## src/rtl/spicmd_pkg.sv

```systemverilog
package spicmd_pkg;

    localparam int BYTE_W = 8;

    // Command byte values
    localparam logic [BYTE_W-1:0] OP_PORT_WRITE = 8'h08;
    localparam logic [BYTE_W-1:0] OP_CFG_LOAD   = 8'h09;
    localparam logic [BYTE_W-1:0] OP_PORT_READ  = 8'h0A;
    localparam logic [BYTE_W-1:0] OP_FAST_READ  = 8'h0B;
    localparam logic [BYTE_W-1:0] OP_LED_ON     = 8'h0C;
    localparam logic [BYTE_W-1:0] OP_LED_OFF    = 8'h0D;

    // Configuration field layout
    localparam int NUM_USER_LEDS = 4;
    localparam int CFG_CE_BIT    = 4;

    typedef enum logic [2:0] {
        ST_OPCODE,
        ST_CFG,
        ST_WRITE,
        ST_RD_IDLE,
        ST_RD_DATA,
        ST_DONE
    } seq_state_e;

    // One write byte held until the next one proves it was not the idle byte
    typedef struct packed {
        logic              valid;
        logic [BYTE_W-1:0] data;
    } held_byte_t;

    // Number of idle bytes that precede read data for a read command
    function automatic int lead_idle_bytes(input logic [BYTE_W-1:0] op,
                                           input int fast_idle);
        return (op == OP_FAST_READ) ? fast_idle : 1;
    endfunction

endpackage

```

## src/rtl/spicmd_pin_sync.sv

```systemverilog
module spicmd_pin_sync #(
    parameter int STAGES = 2
) (
    input  logic clk,
    input  logic rst,
    input  logic sck,
    input  logic csn,
    input  logic mosi,
    input  logic aux,
    output logic sck_rise,
    output logic sck_fall,
    output logic csn_s,
    output logic mosi_s,
    output logic aux_s
);
    // bit 0 sck, bit 1 csn, bit 2 mosi, bit 3 aux
    localparam int NPIN = 4;
    localparam logic [NPIN-1:0] RST_VEC = 4'b0010;

    logic [STAGES-1:0][NPIN-1:0] chain;
    logic sck_prev;

    always_ff @(posedge clk) begin
        if (rst) begin
            for (int i = 0; i < STAGES; i++) chain[i] <= RST_VEC;
            sck_prev <= 1'b0;
        end else begin
            chain[0] <= {aux, mosi, csn, sck};
            for (int i = 1; i < STAGES; i++) chain[i] <= chain[i-1];
            sck_prev <= chain[STAGES-1][0];
        end
    end

    assign sck_rise = chain[STAGES-1][0] & ~sck_prev;
    assign sck_fall = ~chain[STAGES-1][0] & sck_prev;
    assign csn_s    = chain[STAGES-1][1];
    assign mosi_s   = chain[STAGES-1][2];
    assign aux_s    = chain[STAGES-1][3];
endmodule

```

## src/rtl/spicmd_rx_shift.sv

```systemverilog
module spicmd_rx_shift
    import spicmd_pkg::*;
(
    input  logic              clk,
    input  logic              rst,
    input  logic              active,
    input  logic              rise,
    input  logic              dual,
    input  logic              mosi,
    input  logic              aux,
    output logic              byte_done,
    output logic [BYTE_W-1:0] byte_q,
    output logic              at_boundary
);
    localparam int CNT_W = $clog2(BYTE_W) + 1;

    logic [BYTE_W-1:0] sr, sr_next;
    logic [CNT_W-1:0]  cnt, cnt_next;

    always_comb begin
        if (dual) begin
            sr_next  = {sr[BYTE_W-3:0], mosi, aux};
            cnt_next = cnt + CNT_W'(2);
        end else begin
            sr_next  = {sr[BYTE_W-2:0], mosi};
            cnt_next = cnt + CNT_W'(1);
        end
    end

    always_ff @(posedge clk) begin
        if (rst || !active) begin
            sr        <= '0;
            cnt       <= '0;
            byte_done <= 1'b0;
            if (rst) byte_q <= '0;
        end else begin
            byte_done <= 1'b0;
            if (rise) begin
                sr <= sr_next;
                if (cnt_next >= CNT_W'(BYTE_W)) begin
                    cnt       <= '0;
                    byte_done <= 1'b1;
                    byte_q    <= sr_next;
                end else begin
                    cnt <= cnt_next;
                end
            end
        end
    end

    assign at_boundary = (cnt == '0);
endmodule

```

## src/rtl/spicmd_tx_shift.sv

```systemverilog
module spicmd_tx_shift
    import spicmd_pkg::*;
(
    input  logic              clk,
    input  logic              rst,
    input  logic              active,
    input  logic              fall,
    input  logic              boundary,
    input  logic              load_en,
    input  logic [BYTE_W-1:0] load_val,
    output logic              miso
);
    logic [BYTE_W-1:0] sr;

    always_ff @(posedge clk) begin
        if (rst || !active) begin
            sr <= '0;
        end else if (fall) begin
            if (boundary) sr <= load_en ? load_val : '0;
            else          sr <= {sr[BYTE_W-2:0], 1'b0};
        end
    end

    assign miso = sr[BYTE_W-1];
endmodule

```

## src/rtl/spicmd_sequencer.sv

```systemverilog
module spicmd_sequencer
    import spicmd_pkg::*;
#(
    parameter int                FAST_IDLE_BYTES = 4,
    parameter logic [BYTE_W-1:0] CFG_RESET       = 8'hFF
) (
    input  logic              clk,
    input  logic              rst,
    input  logic              active,
    input  logic              byte_done,
    input  logic [BYTE_W-1:0] byte_in,
    input  logic [BYTE_W-1:0] nand_rdata,
    output logic [BYTE_W-1:0] cfg_q,
    output logic              led5_n,
    output logic              dual_mode,
    output logic              nand_wr,
    output logic [BYTE_W-1:0] nand_wdata,
    output logic              nand_rd,
    output logic              tx_load_en,
    output logic [BYTE_W-1:0] tx_load_val
);
    localparam int IDLE_W = $clog2(FAST_IDLE_BYTES + 1);

    seq_state_e        state;
    logic [IDLE_W-1:0] idle_left;
    held_byte_t        held;
    logic [BYTE_W-1:0] rd_buf;

    always_ff @(posedge clk) begin
        if (rst) begin
            state      <= ST_OPCODE;
            cfg_q      <= CFG_RESET;
            led5_n     <= 1'b1;
            idle_left  <= '0;
            held       <= '0;
            nand_wr    <= 1'b0;
            nand_wdata <= '0;
            nand_rd    <= 1'b0;
            rd_buf     <= '0;
        end else begin
            nand_wr <= 1'b0;
            nand_rd <= 1'b0;
            if (nand_rd) rd_buf <= nand_rdata;
            if (!active) begin
                state      <= ST_OPCODE;
                held.valid <= 1'b0;
            end else if (byte_done) begin
                unique case (state)
                    ST_OPCODE: begin
                        unique case (byte_in)
                            OP_CFG_LOAD:   state <= ST_CFG;
                            OP_LED_ON:     begin led5_n <= 1'b0; state <= ST_DONE; end
                            OP_LED_OFF:    begin led5_n <= 1'b1; state <= ST_DONE; end
                            OP_PORT_WRITE: begin state <= ST_WRITE; held.valid <= 1'b0; end
                            OP_PORT_READ, OP_FAST_READ: begin
                                idle_left <= IDLE_W'(lead_idle_bytes(byte_in, FAST_IDLE_BYTES) - 1);
                                state     <= ST_RD_IDLE;
                            end
                            default:       state <= ST_DONE;
                        endcase
                    end
                    ST_CFG: begin
                        cfg_q <= byte_in;
                        state <= ST_DONE;
                    end
                    ST_WRITE: begin
                        if (held.valid) begin
                            nand_wr    <= 1'b1;
                            nand_wdata <= held.data;
                        end
                        held <= '{valid: 1'b1, data: byte_in};
                    end
                    ST_RD_IDLE: begin
                        if (idle_left == '0) begin
                            state   <= ST_RD_DATA;
                            nand_rd <= 1'b1;
                        end else begin
                            idle_left <= idle_left - IDLE_W'(1);
                        end
                    end
                    ST_RD_DATA: nand_rd <= 1'b1;
                    default: ;
                endcase
            end
        end
    end

    assign dual_mode   = (state == ST_WRITE);
    assign tx_load_en  = (state == ST_RD_DATA);
    assign tx_load_val = rd_buf;
endmodule

```

## src/rtl/spicmd_slave.sv

```systemverilog
module spicmd_slave
    import spicmd_pkg::*;
#(
    parameter int                SYNC_STAGES     = 2,
    parameter int                FAST_IDLE_BYTES = 4,
    parameter logic [BYTE_W-1:0] CFG_RESET       = 8'hFF
) (
    input  logic                     clk,
    input  logic                     rst,
    input  logic                     spi_sck,
    input  logic                     spi_csn,
    input  logic                     spi_mosi,
    input  logic                     spi_aux,
    output logic                     spi_miso,
    output logic [BYTE_W-1:0]        cfg_q,
    output logic [NUM_USER_LEDS-1:0] user_led_n,
    output logic                     nand_ce_n,
    output logic                     led5_n,
    output logic [BYTE_W-1:0]        nand_wdata,
    output logic                     nand_wr,
    input  logic [BYTE_W-1:0]        nand_rdata,
    output logic                     nand_rd
);
    logic sck_rise, sck_fall, csn_s, mosi_s, aux_s;
    logic byte_done, at_boundary, dual_mode, tx_load_en;
    logic [BYTE_W-1:0] rx_byte, tx_load_val;

    spicmd_pin_sync #(.STAGES(SYNC_STAGES)) u_sync (
        .clk(clk), .rst(rst),
        .sck(spi_sck), .csn(spi_csn), .mosi(spi_mosi), .aux(spi_aux),
        .sck_rise(sck_rise), .sck_fall(sck_fall),
        .csn_s(csn_s), .mosi_s(mosi_s), .aux_s(aux_s)
    );

    spicmd_rx_shift u_rx (
        .clk(clk), .rst(rst), .active(~csn_s), .rise(sck_rise),
        .dual(dual_mode), .mosi(mosi_s), .aux(aux_s),
        .byte_done(byte_done), .byte_q(rx_byte), .at_boundary(at_boundary)
    );

    spicmd_sequencer #(
        .FAST_IDLE_BYTES(FAST_IDLE_BYTES),
        .CFG_RESET(CFG_RESET)
    ) u_seq (
        .clk(clk), .rst(rst), .active(~csn_s),
        .byte_done(byte_done), .byte_in(rx_byte), .nand_rdata(nand_rdata),
        .cfg_q(cfg_q), .led5_n(led5_n), .dual_mode(dual_mode),
        .nand_wr(nand_wr), .nand_wdata(nand_wdata), .nand_rd(nand_rd),
        .tx_load_en(tx_load_en), .tx_load_val(tx_load_val)
    );

    spicmd_tx_shift u_tx (
        .clk(clk), .rst(rst), .active(~csn_s), .fall(sck_fall),
        .boundary(at_boundary), .load_en(tx_load_en), .load_val(tx_load_val),
        .miso(spi_miso)
    );

    assign user_led_n = cfg_q[NUM_USER_LEDS-1:0];
    assign nand_ce_n  = cfg_q[CFG_CE_BIT];
endmodule

```

## config.mk

```make
export PLATFORM = sky130hd
export DESIGN_NAME = spicmd_slave
export DESIGN_NICKNAME = d
export VERILOG_FILES = /design/src/rtl/spicmd_pkg.sv /design/src/rtl/spicmd_pin_sync.sv /design/src/rtl/spicmd_rx_shift.sv /design/src/rtl/spicmd_tx_shift.sv /design/src/rtl/spicmd_sequencer.sv /design/src/rtl/spicmd_slave.sv
export SDC_FILE = /design/constraint.sdc
export NUM_CORES = 1
export LEC_CHECK = 0
export ABC_AREA = 1
export BUFFER_PORTS_ARGS = -buffer_cell sky130_fd_sc_hd__clkbuf_2
export CAP_MARGIN = 20
export CORE_MARGIN = 2
export CORE_UTILIZATION = 45
export CTS_BUF_LIST = sky130_fd_sc_hd__clkbuf_8
export DETAILED_ROUTE_END_ITERATION = 8
export HOLD_SLACK_MARGIN = 0.12
export PLACE_DENSITY = 0.66
export SYNTH_ARGS = -nofsm -noshare
export SYNTH_HDL_FRONTEND = slang
export SYNTH_HIERARCHICAL = 1
export SYNTH_SLANG_ARGS = --single-unit
```

## constraint.sdc

```tcl
create_clock -name clk -period 2.09 [get_ports clk]
set_input_delay 0.3135 -clock clk [delete_from_list [all_inputs] [get_ports clk]]
set_output_delay 0.3135 -clock clk [all_outputs]
set_load 0.1 [all_outputs]
```

=== After elaboration in Yosys (flattened, before gate mapping) ===
Index checks and enable logic that the tools add are counted.

* Bits in registers: 79
* Input bits: 14
* Logic and storage cells: 92
* Output and inout bits: 25

* Mux-type cells: 23
* Add/subtract/negate cells: 4
* Equality and inequality tests: 15
* Magnitude comparators: 1
* Reductions and logical operators: 23
* Bitwise logic cells: 8

{| class="wikitable"
|+ Operators by type and width
! cell !! number
|-
| $mux W8 || 7
|-
| $eq A8 B4 Y1 const B || 6
|-
| $pmux W3 S3 || 2
|-
| $reduce_and A3 Y1 || 5
|-
| $mux W3 || 4
|-
| $reduce_bool A2 Y1 || 5
|-
| $mux W4 || 2
|-
| $ne A2 B2 Y1 const B || 4
|-
| $reduce_and A4 Y1 || 2
|-
| $eq A3 B2 Y1 const B || 2
|-
| $logic_not A3 Y1 || 2
|-
| $not A1 Y1 || 6
|-
| $pmux W1 S2 || 3
|-
| $pmux W3 S2 || 1
|-
| $reduce_or A2 Y1 || 3
|-
| $reduce_and A5 Y1 || 1
|-
| $add A4 B1 Y4 const B || 1
|-
| $add A4 B2 Y4 const B || 1
|-
| $ge A4 B4 Y1 const B || 1
|-
| $logic_not A4 Y1 || 1
|-
| $mux W1 || 4
|-
| $reduce_or A4 Y1 || 1
|-
| $eq A3 B1 Y1 const B || 1
|-
| $eq A3 B3 Y1 const B || 1
|-
| other kinds (7) || 8
|}

=== Logic depth before layout (Yosys ltp) ===
* Depth in word-level cells: 6
* Gate-level depth with buffers: 12
* Mapped depth without buffers: 12

=== By module ===
Netlist, hierarchy kept.

{| class="wikitable"
|+ By module, submodules not included
! module !! area each (um^2) !! sequential area each (um^2) !! times used !! cells an instance
|-
| spicmd_sequencer || 1762.9 || 840.8 || 1 || 235
|-
| spicmd_rx_shift || 974.7 || 480.5 || 1 || 123
|-
| spicmd_tx_shift || 441.7 || 160.2 || 1 || 70
|-
| spicmd_pin_sync || 274.0 || 180.2 || 1 || 32
|-
| spicmd_slave || 41.3 || 0.0 || 1 || 6
|}

=== Worst setup path after synthesis ===
No wires, ideal clock.

* Path kind: reg-to-reg
* From: register u_seq.state[1]
* To: register u_rx.byte_q[0], enable pin
* Stages on the path, launching flop included: 10
* Period minus slack after synthesis: 1690 ps
* Path buffers: 1
* Setup slack: 400 ps
* Setup time: 329 ps
* Data required time: 1761 ps
* Arrival time: 1361 ps
* Cells stage by stage: dfxtp_1 buf_6 nand2_1 nor2_1 inv_2 nand2_1 nand3_2 nand2_2 nand3_1 nand2_1

* Cells in the longest elaborated chain, start to end: 5

{| class="wikitable"
|+ Ends and longest elaborated chain
! item !! RTL line !! source
|-
| from (decl) || spicmd_sequencer.sv:24 || <nowiki>seq_state_e state;</nowiki>
|-
| from (signal assigned) || spicmd_sequencer.sv:31 || <nowiki>state <= ST_OPCODE;</nowiki>
|-
| from (signal assigned) || spicmd_sequencer.sv:45 || <nowiki>state <= ST_OPCODE;</nowiki>
|-
| from (signal assigned) || spicmd_sequencer.sv:51 || <nowiki>OP_CFG_LOAD: state <= ST_CFG;</nowiki>
|-
| $eq A3 B2 Y1 || spicmd_sequencer.sv:88 || <nowiki>assign dual_mode = (state == ST_WRITE);</nowiki>
|-
| net dual_mode || spicmd_slave.sv:25 || <nowiki>logic byte_done, at_boundary, dual_mode, tx_load_en;</nowiki>
|-
| $mux W4 || spicmd_rx_shift.sv:21 || <nowiki>if (dual) begin</nowiki>
|-
| $ge A4 B4 Y1 || spicmd_rx_shift.sv:40 || <nowiki>if (cnt_next >= CNT_W'(BYTE_W)) begin</nowiki>
|-
| $reduce_bool A2 Y1 (no source line) || n/a ||
|-
| $reduce_and A3 Y1 (no source line) || n/a ||
|-
| to (signal assigned) || spicmd_rx_shift.sv:43 || <nowiki>byte_q <= sr_next;</nowiki>
|-
| to (decl) || spicmd_rx_shift.sv:12 || <nowiki>output logic [BYTE_W-1:0] byte_q,</nowiki>
|}

The timed path passes the listed nets, and every way through them passes these cells.
A chain may end at the register's enable or synchronous reset.

=== Final worst setup path ===
* From: register u_seq.state[1]
* To: register u_rx.byte_q[4], enable pin

The elaborated chain is that of the path after synthesis.

==> run_results.csv <==
group,metric,value,unit
status,status,"finished clean",
sta,hold_ws,150.9,ps
placed_design,routabilityCongestion,0.8142,
pwr,netSwitchingPower,0.5863,mW
final_layout,nets,523,
worst_setup_path,cp_slowest_cell,"dfxtp_1",
sta,rsz0062_at_grt,"no",
pwr,p_int,1.992,mW
logic_synthesis,synth_area_per_cell,7.499,um2
grt,grt_pass1_vias,2670,
sta,final_hold_viol_count,0,
routing,wl_per_cell,10.40,um
worst_setup_path,worstSetupPathType,"reg -> reg",
worst_hold_path,hold_class,"in -> reg",
floorplanning,coreArea,7607,um2
clocking,clk_path_buf_depth,2,
worst_setup_path,crit_chain,"nand2_1 > nor2_1 > inv_2 > nand2_1 > nand3_2 > nand2_2 > nand3_1 > nand2_1",
grt,antenna_found_initial,0,
final_layout,final_cell_count_no_fill,612,
pwr,pwr-share-comb,0.035,
floorplanning,num_rows,32,
clocking,clkTransAtPathRegs,70,ps
sta,clock_skew,8.106,ps
sta,setup_viol,0,
pwr,switching_share,0.2274,
final_layout,final_util,0.5120,
sta,fin_crit_sh,0.8951,
logic_synthesis,yosys-top-cells-area,"dfxtp_1, nand2_1, nor2_1",
floorplanning,fp.dieH,92.13,um
sta,finalCriticalPeriod,1871,ps
logic_synthesis,synth_warnings,6,
pwr,leakagePower,1.723,nW
placed_design,post-place-ws,212.6,ps
worst_setup_path,crit_arrival,1890,ps
worst_hold_path,min_from,"spi_csn",
placed_design,placed_area,3730,um2
run,maxCapViolCount,0,
final_layout,final_area,3895,um2
clocking,cts_buffers,9,
sta,finalMaxSlewViolations,0,
placed_design,dp.cells,596,
worst_setup_path,critPathTopFamily,"simple AND/OR/NAND/NOR gates",
grt,grt_max_degree,36,
logic_synthesis,syn_area,3495,um2
logic_synthesis,yosysUniqueCellTypes,29,
logic_synthesis,synth_top_area_frac,0.4067,
worst_setup_path,crit_top_cell,"nand2_1",
floorplanning,dieArea,8487,um2
worst_setup_path,setup.worst_path.start_class,"flip-flop",
routing,drt_first_pass_iters,7,
sta,slew_headroom,0.6362,
clocking,clk_latency,340,ps
worst_setup_path,startpoint,"u_seq/state[1]",
grt,grt_remaining_overflow,0,
logic_synthesis,synth_nets,484,
clocking,post_cts_buffers,0,
pwr,power_density,661.9,nW/um2
sta,max_freq,0.5345,GHz
floorplanning,die_x,92.13,um
worst_setup_path,r2r-start,"u_seq/state[1]",
clocking,cts_num_sinks,79,
routing,vias,2822,
clocking,cts_tree,"done",
clocking,htree_levels,3,
floorplanning,start_util,0.4594,
logic_synthesis,ys_ff_latch,79,
grt,grt_pass1_wl,11320,um
pwr,pwr-share-seq,0.601,
routing,drc,0,
pwr,ir_worst_vdd,0.0004442,V
logic_synthesis,syn_inst,466,
logic_synthesis,synth_area_leader_cell,"dfxtp_1",
final_layout,syn_to_final_growth,11.46,%
worst_setup_path,cp_num_buf_inv,1,
routing,via_per_inst,4.611,
routing,drtIter0Drc,111,
worst_setup_path,crit_fanout,9,
pwr,power,2.578,mW
worst_setup_path,cpPeakStageDelay,490,ps
worst_setup_path,end_kind,"flip-flop",
worst_setup_path,required,2110,ps
pwr,p_clk_frac,0.364,
floorplanning,io_pins,39,
clocking,cts_hold_buf,0,
placed_design,io_buffers,38,
sta,setup_tns,0,ps
sta,setup_ws,219.2,ps
final_layout,antenna_cells,0,
routing,routed_wl,6366,um
grt,track_usage,0.1663,
clocking,root_buffer,"clkbuf_8",
clocking,cts_resized,0,
sta,worstMarginPinSlew,548.1,ps
final_layout,drive_above_1_share,0.1706,
routing,antenna_left,0,
logic_synthesis,seq_area_frac_synth,0.4755,
placed_design,hpwl,4769,um
## path summary, 6_finish.rpt
check        cells past startpoint  slack, ps         endpoint
max                              8        220   u_rx/byte_q[4]
min                              3        150  u_sync/chain[1]
max reg2reg                      8        220   u_rx/byte_q[4]
min reg2reg                      2        400     u_sync/aux_s
## synthesized netlist by cell type (all sizes together)
cell,n
nand2,85
nor2,83
inv,82
dfxtp,71
o21ai,49
a21oi,33
nand3,18
buf,16
edfxtp,8
ha,4
nor3,4
o211ai,4
o21a,3
clkbuf,2
nand4,1
o2111ai,1
o31ai,1
xor2,1
## routing by layer
layer  global-route usage  part of all wire
met5                    0                 0
met1               0.1966              0.48
met4              0.07214             0.018
met2               0.2757              0.46
met3              0.05505             0.040
## layout make-up
type / count / area, um2
fill: 749 / 3712
sequential: 79 / 1662
multi-input combinational: 287 / 1383
inverter: 82 / 307.8
timing repair buffer: 46 / 250.2
tap: 102 / 127.6
clock buffer: 9 / 123.9
clock inverter: 7 / 41.29
## kinds of logic (layout without fill, tap and decap cells)
kind of cell / after synthesis / after routing / share of synthesized area
compound gates: 91 / 91 / 0.1436
xor+xnor: 1 / 1 / 0.002507
fa+ha+maj: 4 / 4 / 0.01432
buf+inv: 100 / 144 / 0.1289
flops: 79 / 79 / 0.4755
simple gates: 191 / 191 / 0.2352
## placed cells by master (no fill, tap or decap), types with 4 or more instances in the layout
master | synthesis | final
a21oi_1 | 33 | 33
buf_4 | 7 | 8
clkbuf_2 | 0 | 38
clkbuf_8 | 0 | 9
dfxtp_1 | 71 | 71
edfxtp_1 | 8 | 8
ha_1 | 4 | 4
inv_1 | 75 | 76
inv_2 | 7 | 7
nand2_1 | 80 | 80
nand2_2 | 5 | 5
nand3_1 | 16 | 16
nor2_1 | 78 | 78
nor2_2 | 4 | 4
o21ai_0 | 46 | 46
## sequential cells by signal, indices dropped and copies added (netlist names), 4 cells and up
signal             flops
u_seq/held             9
u_rx/byte_q            8
u_seq/nand_wdata       8
u_rx/sr                7
u_rx/cnt               4
u_sync/chain           5
u_tx/sr                8
u_seq/cfg_q            8
u_seq/tx_load_val      8
## worst register-to-register path, cell delays in order, from the launching register on
cell	delay (ps)
dfxtp_1	490
nand2_1	120
nor2_1	220
inv_2	130
nand2_1	100
nand3_2	70
nand2_2	100
nand3_1	70
nand2_1	250
## power by group through the flow
| stage | clock [mW] | combinational [mW] | sequential, mW |
|---|---|---|---|
| floorplan | 0 | 0.0602 | 1.58 |
| global placement | 0 | 0.0894 | 1.58 |
| detailed placement | 0 | 0.0911 | 1.59 |
| CTS | 0.979 | 0.0913 | 1.55 |
| global route | 1.04 | 0.102 | 1.55 |
| finish | 0.938 | 0.0904 | 1.55 |
(Power assumes the default switching activity.)
